==> config.mk <==
export PLATFORM = sky130hd
export DESIGN_NAME = wp_status_guard
export DESIGN_NICKNAME = d
export VERILOG_FILES = /design/src/rtl/wpg_pkg.sv /design/src/rtl/wpg_ctrl.sv /design/src/rtl/wpg_datapath.sv /design/src/rtl/wp_status_guard.sv
export SDC_FILE = /design/constraint.sdc
export NUM_CORES = 1
export LEC_CHECK = 0
export ABC_CLOCK_PERIOD_IN_PS = 1200
export BUFFER_PORTS_ARGS = -buffer_cell sky130_fd_sc_hd__buf_2
export CORE_AREA = 2 2 39 41
export CTS_BUF_LIST = sky130_fd_sc_hd__clkbuf_4
export CTS_CLUSTER_SIZE = 24
export DETAILED_ROUTE_END_ITERATION = 6
export DIE_AREA = 0 0 41 43
export PLACE_DENSITY = 0.65
export RECOVER_POWER = 50
export SLEW_MARGIN = 25
export SYNTH_ARGS = -nofsm -noshare
export SYNTH_HDL_FRONTEND = slang
export SYNTH_SLANG_ARGS = --single-unit
==> constraint.sdc <==
create_clock -name clk -period 1.2 [get_ports clk]
set_input_delay 0.18 -clock clk [delete_from_list [all_inputs] [get_ports clk]]
set_output_delay 0.18 -clock clk [all_outputs]
set_load 0.02 [all_outputs]
==> src/rtl/wpg_pkg.sv <==
package wpg_pkg;
  typedef struct packed {
    logic setWel;
    logic clrWel;
    logic loadStat;
  } ctlStrobes_t;

  typedef enum logic [1:0] {
    PROT_NONE    = 2'b00,
    PROT_QUARTER = 2'b01,
    PROT_HALF    = 2'b10,
    PROT_ALL     = 2'b11
  } protSel_t;
endpackage

==> src/rtl/wpg_ctrl.sv <==
module wpg_ctrl
  import wpg_pkg::*;
(
  input  logic        clk,
  input  logic        rstN,
  input  logic        cmdArm,
  input  logic        cmdDisarm,
  input  logic        cmdLoadStat,
  input  logic        cmdProgDone,
  input  logic        busyIn,
  input  logic        wpPinN,
  input  logic        wel,
  input  logic        wpen,
  output ctlStrobes_t ctl,
  output logic        statWrAllow
);
  logic idle;
  logic statUnlocked;

  assign idle         = !busyIn;
  assign statUnlocked = !(wpen && !wpPinN);
  assign statWrAllow  = wel && idle && statUnlocked;

  always_comb begin
    ctl.clrWel   = cmdProgDone || (idle && cmdDisarm);
    ctl.setWel   = idle && cmdArm && !cmdDisarm;
    ctl.loadStat = cmdLoadStat && statWrAllow;
  end

  // the pin lock overrides the latch
  a_r7_pin_lock: assert property (@(posedge clk) disable iff (!rstN)
    (wpen && !wpPinN) |-> !statWrAllow);

  // no status write is granted without the latch
  a_r9_stat_needs_wel: assert property (@(posedge clk) disable iff (!rstN)
    !wel |-> !statWrAllow);
endmodule

==> src/rtl/wpg_datapath.sv <==
module wpg_datapath
  import wpg_pkg::*;
#(
  parameter int ADDR_W = 14
) (
  input  logic              clk,
  input  logic              rstN,
  input  ctlStrobes_t       ctl,
  input  logic              newWpen,
  input  logic [1:0]        newBp,
  input  logic [ADDR_W-1:0] arrAddr,
  input  logic              busyIn,
  output logic              wel,
  output logic              wpen,
  output logic [1:0]        bp,
  output logic [7:0]        statusOut,
  output logic              arrWrAllow
);
  localparam int TOP = ADDR_W - 1;

  logic addrProt;

  always_ff @(posedge clk or negedge rstN) begin
    if (!rstN) begin
      wel  <= 1'b0;
      wpen <= 1'b0;
      bp   <= 2'b00;
    end else begin
      if (ctl.clrWel)      wel <= 1'b0;
      else if (ctl.setWel) wel <= 1'b1;
      if (ctl.loadStat) begin
        wpen <= newWpen;
        bp   <= newBp;
      end
    end
  end

  generate
    if (ADDR_W >= 2) begin : g_wide
      always_comb begin
        case (protSel_t'(bp))
          PROT_QUARTER: addrProt = arrAddr[TOP] && arrAddr[TOP-1];
          PROT_HALF:    addrProt = arrAddr[TOP];
          PROT_ALL:     addrProt = 1'b1;
          default:      addrProt = 1'b0;
        endcase
      end
    end else begin : g_narrow
      always_comb begin
        case (protSel_t'(bp))
          PROT_NONE: addrProt = 1'b0;
          PROT_ALL:  addrProt = 1'b1;
          default:   addrProt = arrAddr[TOP];
        endcase
      end
    end
  endgenerate

  assign arrWrAllow = wel && !busyIn && !addrProt;
  assign statusOut  = {wpen, 3'b000, bp, wel, busyIn};

  // programming-finished always drops the latch
  a_r3_done_clears: assert property (@(posedge clk) disable iff (!rstN)
    ctl.clrWel |=> !wel);

  // the whole-array code refuses every address
  a_r6_all_locked: assert property (@(posedge clk) disable iff (!rstN)
    (bp == 2'b11) |-> !arrWrAllow);

  // no array write without the latch
  a_r9_arr_needs_wel: assert property (@(posedge clk) disable iff (!rstN)
    !wel |-> !arrWrAllow);
endmodule

==> src/rtl/wp_status_guard.sv <==
module wp_status_guard
  import wpg_pkg::*;
#(
  parameter int ADDR_W = 14
) (
  input  logic              clk,
  input  logic              rstN,
  input  logic              cmdArm,
  input  logic              cmdDisarm,
  input  logic              cmdLoadStat,
  input  logic              cmdProgDone,
  input  logic [7:0]        statIn,
  input  logic [ADDR_W-1:0] arrAddr,
  input  logic              wpPinN,
  input  logic              busyIn,
  output logic [7:0]        statusOut,
  output logic              arrWrAllow,
  output logic              statWrAllow
);
  ctlStrobes_t ctl;
  logic        wel;
  logic        wpen;
  logic [1:0]  bp;

  wpg_ctrl u_ctrl (
    .clk(clk), .rstN(rstN),
    .cmdArm(cmdArm), .cmdDisarm(cmdDisarm),
    .cmdLoadStat(cmdLoadStat), .cmdProgDone(cmdProgDone),
    .busyIn(busyIn), .wpPinN(wpPinN),
    .wel(wel), .wpen(wpen),
    .ctl(ctl), .statWrAllow(statWrAllow)
  );

  wpg_datapath #(.ADDR_W(ADDR_W)) u_dp (
    .clk(clk), .rstN(rstN), .ctl(ctl),
    .newWpen(statIn[7]), .newBp(statIn[3:2]),
    .arrAddr(arrAddr), .busyIn(busyIn),
    .wel(wel), .wpen(wpen), .bp(bp),
    .statusOut(statusOut), .arrWrAllow(arrWrAllow)
  );

  // busy freezes the stored state, except the finished strobe
  a_r4_busy_freeze: assert property (@(posedge clk) disable iff (!rstN)
    (busyIn && !cmdProgDone) |=> $stable({wpen, bp, wel}));
endmodule

# Yosys cells after proc, flatten, opt, wreduce, memory -nomap -nowiden
# Cells that the tools add are included.
[word_totals]
out_inout_bits = 10
elab_cells = 25
reg_bits = 4
input_bits = 30
[op_classes]
n_reduce_logical = 16
muxes = 3
eq_ne = 3
[op_table]
columns = ["op", "n"]
rows = [
  ["$logic_and 1x1->1", 9],
  ["$logic_not 1->1", 5],
  ["$eq 2x2->1 const B", 2],
  ["$pmux 1 s3", 1],
  ["$eq 2x1->1 const B", 1],
  ["$mux 1", 2],
  ["$reduce_bool 2->1", 1],
  ["$logic_or 1x1->1", 1],
]

# Logic depth before layout (Yosys ltp)
# Gate-level depths: netlist of the first run.
[depth]
word_depth = 5
ltp_mapped = 3
ltp_nobuf = 3

# Modules after synthesis
# A second synthesis of the first run with hierarchy kept.
[hier_totals]
cells_unflattened = 27
area_unflattened_um2 = 290.3
[by_module_without_submodules]
columns = ["module", "area_each_um2", "n_inst", "seq_area_each_um2", "cells_per_inst"]
rows = [
  ["wpg_datapath", 234.0, 1, 100.1, 21],
  ["wpg_ctrl", 56.3, 1, 0.0, 6],
]

# Worst setup path after synthesis of the first run
# Ideal clock, no wire load.
[synth_timing]
path_kind = "register to output"
from = "register u_dp.bp[0]"
to = "output arrWrAllow"
stages_incl_launch_ff = 3
arrival_ns = 1.243
required_ns = 1.020
path_slack_ns = -0.223
path_buffers = 0
cell_sequence = "dfrtp_1 > a21o_1 > a221oi_1"
[synth_via]
elab_chain_len = 4
word_cells_on_any_way = 6
classes_between = "eq/ne: 3; mux: 1; reduce/logical: 2"
[synth_rtl]
columns = ["element", "line", "text"]
rows = [
  ["start, declared", "wpg_datapath.sv:15", "output logic [1:0] bp,"],
  ["start signal, assigned", "wpg_datapath.sv:33", "bp <= newBp;"],
  ["$eq 2x2->1 / $eq 2x1->1 (equally long branches)", "wpg_datapath.sv:41", "case (protSel_t'(bp))"],
  ["$pmux 1 s3 (*)", "wpg_datapath.sv:41", ""],
  ["$logic_not 1->1 (*)", "wpg_datapath.sv:59", "assign arrWrAllow = wel && !busyIn && !addrProt;"],
  ["$logic_and 1x1->1 (*)", "wpg_datapath.sv:59", ""],
  ["end, declared", "wp_status_guard.sv:17", "output logic arrWrAllow,"],
]
# Mark *: on every way between the ends. The rest lies on a longest branch, timed or not.

# Worst setup path in the final report of the first run
[layout_timing]
from = "register u_dp.bp[1]"
to = "output arrWrAllow"
# The elaborated chain is that of the path after synthesis.

==> results of run 1 <==
## cell usage after synthesis
master | count | area share (%)
a211o_4 | 1 | 6.5
a211oi_1 | 1 | 2.8
a21o_1 | 1 | 2.8
a21oi_1 | 2 | 3.7
a221oi_1 | 1 | 3.2
buf_4 | 6 | 17
conb_1 | 1 | 1.4
dfrtp_1 | 4 | 37
inv_1 | 3 | 4.2
mux2_4 | 3 | 17
nand2b_4 | 1 | 5.1
## metrics by stage
| step | worst slack, ns | TNS [ns] | hold WS, ns | instances |
|---|---|---|---|---|
| final | -0.183 | -0.183 | 0.0987 | 63 |
| after global routing | -0.235 | -0.272 | 0.0997 | 63 |
| after CTS | -0.198 | -0.198 | 0.0936 | 63 |
| after detailed placement | 0.0400 | 0 | -0.00545 | 60 |
| after global placement | 0.0414 | 0 | -0.00700 | 60 |
| after floorplan | 0.00162 | 0 | -0.116 | 26 |
## worst min-delay path by stage
stage	start	end	slack (ns)	cells after the start
finish	cmdProgDone	u_dp.wel	0.1	2
CTS	cmdProgDone	u_dp.wel	0.09	2
global route	cmdProgDone	u_dp.wel	0.1	2
detailed placement	rstN	u_dp.bp[1]	-0.005	1
floorplan	rstN	u_dp.bp[0]	-0.12	0
global placement	rstN	u_dp.bp[1]	-0.007	1
## worst register-to-register path: stages, from the launching register on
cell	delay, ns
dfrtp_1	0.38
nand2b_4	0.09
a211o_4	0.30
mux2_4	0.30
## sequential cells by signal (all words and copies together), names as in the netlist
register,count
u_dp.bp,2
u_dp.wel,1
u_dp.wpen,1
## metal layers
metal	part of all wire, %	vias up	GRT usage [%]	wire (µm)
met2	45	14	10.3	264
met4	1.4	0	6.00	8
met3	13	2	6.81	74
li1	-	122	-	-
met5	0	-	0	0
met1	41	107	8.71	237
## report_power, final
part,total [mW],switching (mW),internal [mW],leakage (nW)
clock,0.167,0.0555,0.112,0.0138
sequential,0.192,0.0261,0.166,0.0502
combinational,0.261,0.125,0.136,0.181
total,0.621,0.207,0.414,0.245
## cells in the final DEF, fill, tap and decap left out, types with 2 or more instances in the layout
cell type  synthesis  final
buf_2              0     15
buf_4              6      4
buf_6              0      2
clkbuf_1           0      2
clkbuf_4           0      3
conb_1             1      3
dfrtp_1            4      4
inv_1              3      3
mux2_4             3      3
## final cells by class
class	count	area [µm²]
multi-input combinational	13	143
timing repair buffer	24	145
sequential	4	100
fill	146	942
tap	16	20.0
clock buffer	3	22.5
inverter	3	11.3
## cells by family after synthesis
family                 Yosys count  share of synthesized area, %
other                            1                          1.39
AND/OR/NAND/NOR                  1                          5.09
AO/OA/AOI/OAI                    6                          19.0
flip-flops                       4                          37.0
multiplexers                     3                          16.7
buffers and inverters            9                          20.8
## what timing repair did
item / CTS / global route
gates resized for setup: 5 / 0
endpoints found under the hold margin: 4 / 0
endpoints found under the setup margin: 2 / 4
setup buffers: 0 / 0
hold buffers: 1 / 0
==> flow_summary.json, run 1 <==
{
  "status": "complete, but fails checks",
  "violations": "negative setup slack",
  "num_vias": 245,
  "post-route-cell-area_um2": 442,
  "clock-sinks": 4,
  "synth_cell_types": 11,
  "track_usage_pct": 8.24,
  "cp_num_buf_inv": 1,
  "layout.nets": 79,
  "synth_warnings": 0,
  "required_ns": 1.02,
  "grt-ovfl-total": 0,
  "rsz0062_at_grt": "true",
  "ys_seq_area_share_pct": 37.0,
  "slew_viol_final": 0,
  "post-route-period-util_pct": 115,
  "regToRegSetupSlack_ns": 0.02,
  "setup_viol": 1,
  "first_pass_iters": 1,
  "synthesis.instances": 24,
  "hp-class": "in -> reg",
  "ant_nets": 0,
  "syn_avg_cell_area_um2": 11.3,
  "ios": 40,
  "grt_pass1_wl_um": 903,
  "rows": 14,
  "clkTransAtPathRegs_ns": 0.04,
  "wl_per_cell_um": 9.27,
  "p_total_mw": 0.621,
  "leakagePower_nw": 0.245,
  "post-route-util_pct": 31.9,
  "cp_max_fo": 4,
  "hold_viol": 0,
  "cts_tree": "built",
  "path_delay_family": "compound AO/OA/AOI/OAI gates",
  "worst-path-stages": 3,
  "antennaDiodeCount": 0,
  "drc_errors": 0,
  "area_delta_synth_final_pct": 63.4,
  "grt_pass1_vias": 222,
  "r2r-end": "u_dp.wpen",
  "initial_core_util_pct": 19.5,
  "setup_slack_ns": -0.183,
  "grt_max_degree": 5,
  "vdd_ir_drop_max_mv": 0.615,
  "cpPeakStageDelay_ns": 0.40,
  "cp_slowest_cell": "dfrtp_1",
  "drt_wl_total_um": 584,
  "cts_root_buf": "clkbuf_4",
  "drt-initial-drc-count": 0,
  "viasPerCell": 3.89,
  "endpoint": "arrWrAllow",
  "regToRegStartpoint": "u_dp.wel",
  "cts_htree_levels": 1,
  "fin_crit_ns": 1.38,
  "crit_chain": "a21o_1 -> a221oi_4 -> buf_6",
  "critPathArrivalTime_ns": 1.20,
  "dpl_cell_area_um2": 403,
  "fp.dieW_um": 41,
  "portBuffers": 19,
  "ys_ff_latch": 4,
  "drive_gt1_share_pct": 66.0,
  "die_area_mm2": 0.00176,
  "finClkSkew_ns": 0.00272,
  "antenna_found_initial": 0,
  "fmax_mhz": 723,
  "cts_inserted_buffers": 3,
  "reg2reg_depth": 3,
  "worst-setup-path-type": "reg -> out",
  "clkLatencyLatePin_ns": 0.24,
  "crit_path_start": "u_dp.bp[1]",
  "core_area_mm2": 0.00138,
  "die_y_um": 43,
  "end_kind": "output pin",
  "maxCapViolations": 0,
  "worstSetupStartpointType": "flip-flop",
  "synth_area_um2": 270,
  "cts.path.max_buffers": 2,
  "dp_hpwl_um": 489,
  "gp_congestion": 0.677,
  "powerDensity_mw_per_mm2": 1410
}
No activity file was read; power rests on OpenSTA's default activity.
==> inputs of run 2 (changes only) <==
--- a/config.mk
+++ b/config.mk
@@ -6,13 +6,13 @@
 export NUM_CORES = 1
 export LEC_CHECK = 0
 export ABC_CLOCK_PERIOD_IN_PS = 1200
-export BUFFER_PORTS_ARGS = -buffer_cell sky130_fd_sc_hd__buf_2
 export CORE_AREA = 2 2 39 41
 export CTS_BUF_LIST = sky130_fd_sc_hd__clkbuf_4
 export CTS_CLUSTER_SIZE = 24
 export DETAILED_ROUTE_END_ITERATION = 6
 export DIE_AREA = 0 0 41 43
-export PLACE_DENSITY = 0.65
+export DONT_BUFFER_PORTS = 1
+export PLACE_DENSITY = 0.38
 export RECOVER_POWER = 50
 export SLEW_MARGIN = 25
 export SYNTH_ARGS = -nofsm -noshare
==> run 2 against run 1 <==
- the flow still finishes with violations (negative setup slack)
- register-to-register slack about the same
- routed wire length fell by 1.5%
- core utilization shrank 4.2 points
- hold slack lost 0.065 ns
- setup slack improved by 0.076 ns
- sequential power decreased by 3%
- critical path type unchanged
- fmax up 5.8%
- clock power fell by 2%
- die area is the same
- critical path depth shrank 1
- clock skew is 0.0036 ns higher
- final cell count down 22%
==> flow_summary.json, run 2 (synthesized netlist as in run 1, its figures left out) <==
{
  "slew_viol_final": 0,
  "maxCapViolations": 0,
  "routed.top_layer": "met4",
  "end_kind": "output pin",
  "drive_gt1_share_pct": 54.5,
  "grt_pass1_wl_um": 752,
  "crit_path_start": "u_dp.bp[1]",
  "grt_max_degree": 5,
  "die_y_um": 43,
  "hp-class": "in -> reg",
  "regMostFlops": "u_dp.bp",
  "final_common_cell": "buf_4",
  "antennaDiodeCount": 0,
  "violations": "negative setup slack",
  "track_usage_pct": 7.44,
  "core_area_mm2": 0.00138,
  "worst-setup-path-type": "reg -> out",
  "vdd_ir_drop_max_mv": 0.452,
  "post-route-cell-area_um2": 384,
  "setup_slack_ns": -0.107,
  "cts_htree_levels": 1,
  "first_pass_iters": 1,
  "area_delta_synth_final_pct": 42.1,
  "endpoint": "arrWrAllow",
  "clkLatencyLatePin_ns": 0.23,
  "finClkSkew_ns": 0.00636,
  "wl_met2_um": 305,
  "num_vias": 195,
  "wl_per_cell_um": 11.7,
  "antenna_found_initial": 0,
  "cp_max_fo": 2,
  "critPathArrivalTime_ns": 1.13,
  "viasPerCell": 3.98,
  "powerDensity_mw_per_mm2": 1570,
  "fin_crit_ns": 1.31,
  "clock-sinks": 4,
  "reg2reg_depth": 2,
  "grt_pass1_vias": 182,
  "ios": 40,
  "cts.path.max_buffers": 2,
  "dpl_cell_area_um2": 323,
  "cts_inserted_buffers": 3,
  "drc_errors": 0,
  "gp_congestion": 0.526,
  "cts_root_buf": "clkbuf_4",
  "rsz0062_at_grt": "true",
  "dp_hpwl_um": 488,
  "clkTransAtPathRegs_ns": 0.04,
  "fp.dieW_um": 41,
  "ant_nets": 0,
  "met3WireLength_um": 68,
  "regToRegSetupSlack_ns": 0.03,
  "die_area_mm2": 0.00176,
  "leakagePower_nw": 0.195,
  "grt-ovfl-total": 0,
  "fmax_mhz": 765,
  "cts_tree": "built",
  "hold_viol": 0,
  "required_ns": 1.02,
  "initial_core_util_pct": 19.5,
  "wl_met1_um": 193,
  "layout_common_cells": "buf_4, dfrtp_1",
  "worstSetupStartpointType": "flip-flop",
  "reg_top3": "u_dp.bp x2, u_dp.wel x1, u_dp.wpen x1",
  "regToRegStartpoint": "u_dp.wpen",
  "layout.nets": 65,
  "portBuffers": 0,
  "final_cells": 49,
  "drt_wl_total_um": 575,
  "drt-initial-drc-count": 0,
  "r2r-end": "u_dp.bp[1]",
  "setup_viol": 2,
  "post-route-period-util_pct": 109,
  "largest_register_ff_count": 2,
  "dpl.cell_count": 43,
  "status": "complete, but fails checks",
  "rows": 14
}
==> run 2: cell types whose count changed in the layout (fill, tap and decap cells not counted) <==
cell / previous run / this run
buf_2: 15 / 0
buf_4: 4 / 6
clkbuf_1: 2 / 0
dlygate4sd3_1: 1 / 2
==> run 2: worst min-delay path by stage <==
stage | end | cells past startpoint | from | slack, ns
after floorplan | u_dp.bp[0] | 0 | rstN | -0.12
after global placement | u_dp.bp[0] | 0 | rstN | -0.12
after detailed placement | u_dp.bp[0] | 0 | rstN | -0.12
after CTS | u_dp.wel | 1 | cmdProgDone | 0.001
after global routing | u_dp.wel | 1 | cmdDisarm | 0.01
final | u_dp.wel | 1 | cmdDisarm | 0.03
==> run 2: layer usage <==
layer  track usage [%]  vias up
li1                  -       92
met5                 0        -
met4              6.00        0
met1              6.13       88
met3              6.28        2
met2              10.6       13
==> run 2: through the flow <==
step	setup WS, ns	TNS (ns)	power, mW	utilization, %	hold WS [ns]
6_report	-0.107	-0.121	0.603	27.8	0.0334
3_3_place_gp	0.0526	0	0.403	23.3	-0.115
4_1_cts	-0.144	-0.177	0.607	26.8	0.00125
3_5_place_dp	0.0426	0	0.409	23.3	-0.115
2_1_floorplan	0.00162	0	0.357	-	-0.116
5_1_grt	-0.146	-0.210	0.649	27.8	0.0128
==> run 2: what timing repair did <==
action                     4_1_cts  5_1_grt
gates resized for setup          2        1
setup endpoints to repair        2        3
pin swaps                        1        1
hold endpoints to repair         4        1
hold buffers                     1        1
buffers inserted                 1        0
==> run 2: critical path, stage by stage (launching register included) <==
cell and delay (ns):
dfrtp_1 0.37, buf_4 0.15, a221oi_4 0.38
==> run 2: layout make-up <==
cell class / count / area (µm²)
Fill cell: 150 / 1000
Multi-Input combinational cell: 13 / 143
Sequential cell: 4 / 100
Timing Repair Buffer: 10 / 87.6
Clock buffer: 3 / 22.5
Tap cell: 16 / 20.0
Inverter: 3 / 11.3
==> run 2: where the power goes <==
group          switching, mW  total [mW]  leakage [nW]  internal, mW
clock network         0.0516       0.163        0.0138         0.112
logic                  0.125       0.253         0.131         0.129
registers             0.0200       0.186        0.0502         0.166
==> inputs of run 3 (changes only) <==
--- a/config.mk
+++ b/config.mk
@@ -14,6 +14,7 @@
 export DONT_BUFFER_PORTS = 1
 export PLACE_DENSITY = 0.38
 export RECOVER_POWER = 50
+export REMOVE_ABC_BUFFERS = 1
 export SLEW_MARGIN = 25
 export SYNTH_ARGS = -nofsm -noshare
 export SYNTH_HDL_FRONTEND = slang
==> run 3 against run 2 <==
- the run still ends with negative setup slack left
- die area stayed put
- non-clock buffer count is 2 higher
- combinational power is 3% lower
- flip-flop and latch count unchanged
- first-iteration DRC count unchanged
- fmax fell by 5.6%
- hold slack lost 0.018 ns
- final cell count increased by 4.1%
- setup slack lost 0.077 ns
- critical path depth grew 1
- power grew 1.3%
- critical path type unchanged
- critical endpoint unchanged
==> flow_summary.json, run 3 (synthesized netlist as in run 1, its figures left out) <==
{
  "status": "complete, but fails checks",
  "violations": "negative setup slack",
  "initial_core_util_pct": 19.5,
  "die_area_mm2": 0.00176,
  "grt_pass1_wl_um": 910,
  "regArea_um2": 100,
  "place_ws_ns": -0.00117,
  "multi_input_area_um2": 131,
  "reg_top3": "u_dp.bp x2, u_dp.wel x1, u_dp.wpen x1",
  "final_common_cell": "buf_4",
  "clkTransAtPathRegs_ns": 0.04,
  "viasPerCell": 3.98,
  "setup-tns-final_ns": -0.420,
  "post-route-cell-area_um2": 389,
  "clock-sinks": 4,
  "finClkSkew_ns": 0.00347,
  "rows": 14,
  "post-route-period-util_pct": 115,
  "num_vias": 203,
  "hold_viol": 0,
  "fmax_mhz": 723,
  "gp_congestion": 0.633,
  "critPathArrivalTime_ns": 1.20,
  "ios": 40,
  "core_area_mm2": 0.00138,
  "setup_slack_ns": -0.184,
  "powerDensity_mw_per_mm2": 1570,
  "fin_hold_ws_ns": 0.0153,
  "slew_viol_final": 0,
  "maxCapViolations": 0,
  "area_delta_synth_final_pct": 44.0,
  "drt_wl_total_um": 583,
  "die_y_um": 43,
  "antennaDiodeCount": 0,
  "fp.dieW_um": 41,
  "dp_hpwl_um": 474,
  "largest_register_ff_count": 2,
  "setup_viol": 5,
  "grt-ovfl-total": 0,
  "track_usage_pct": 9.05,
  "worstSetupStartpointType": "flip-flop",
  "end_kind": "output pin",
  "post-route-util_pct": 28.1,
  "drc_errors": 0,
  "dpl_cell_area_um2": 313,
  "hp-class": "in -> reg",
  "grt_pass1_vias": 228,
  "worst-setup-path-type": "reg -> out",
  "regMostFlops": "u_dp.bp",
  "cts.path.max_buffers": 2,
  "clkLatencyLatePin_ns": 0.24,
  "first_pass_iters": 1,
  "cts_tree": "built",
  "cts_root_buf": "clkbuf_4",
  "ant_nets": 0,
  "required_ns": 1.02,
  "vdd_ir_drop_max_mv": 0.618,
  "fin_crit_ns": 1.38,
  "fill_cells": 150,
  "wl_per_cell_um": 11.4,
  "cts_inserted_buffers": 3,
  "antenna_found_initial": 0,
  "layout.nets": 67,
  "portBuffers": 0,
  "cp_max_fo": 4,
  "cts_htree_levels": 1,
  "drive_gt1_share_pct": 60.0,
  "leakagePower_nw": 0.207,
  "layout_common_cells": "buf_4, dfrtp_1",
  "drt-initial-drc-count": 0,
  "rsz0062_at_grt": "true",
  "grt_max_degree": 5
}
run 3: final timing paths:
| path | depth (start not counted) | from | end | slack (ns) |
|---|---|---|---|---|
| hold / removal | 1 | cmdProgDone | u_dp.wel | 0.02 |
| setup / recovery | 3 | u_dp.bp[0] | arrWrAllow | -0.18 |
| hold reg to reg | 2 | u_dp.bp[0] | u_dp.bp[0] | 0.65 |
| min in group asynchronous | 1 | rstN | u_dp.bp[1] | 0.22 |
| setup reg to reg | 4 | u_dp.wel | u_dp.wpen | -0.08 |
| max in group asynchronous | 1 | rstN | u_dp.wpen | 0.80 |
run 3: critical path, stage by stage, from the launching register on:
cell and delay [ns]:
dfrtp_1 0.39, buf_4 0.14, a221oi_2 0.25, buf_4 0.18
run 3: cell type report:
type                    instances  area share, %
repair buffers                 12           26.7
clock buffers                   3           5.79
well taps                      16           5.14
inverters                       3           2.89
flip-flops and latches          4           25.7
multi-input cells              13           33.8
run 3: repair_timing:
action	4_1_cts	5_1_grt
pin swaps	2	1
endpoints found under the setup margin	2	5
hold buffers	1	0
endpoints found under the hold margin	4	0
gates resized for setup	5	0
buffers inserted	3	0
run 3: per-layer routing:
layer  vias to the layer above  track usage [%]  part of all wire (%)
li1                         95                -                     -
met1                        83             9.68                    40
met2                        25             10.9                    38
met3                         0             9.95                    21
met4                         0             4.00                     0
met5                         -                0                     0
run 3: per-stage QoR:
| stage | total power [mW] | std cells |
|---|---|---|
| final | 0.610 | 51 |
| after global routing | 0.658 | 51 |
| after CTS | 0.621 | 51 |
| after detailed placement | 0.389 | 44 |
| after global placement | 0.381 | 44 |
| after floorplan | 0.308 | 20 |
run 3: report_power, final:
group	switching (mW)	leakage [nW]	internal, mW
clock network	0.0611	0.0138	0.112
registers	0.0264	0.0502	0.166
logic	0.107	0.143	0.137
total	0.195	0.207	0.415
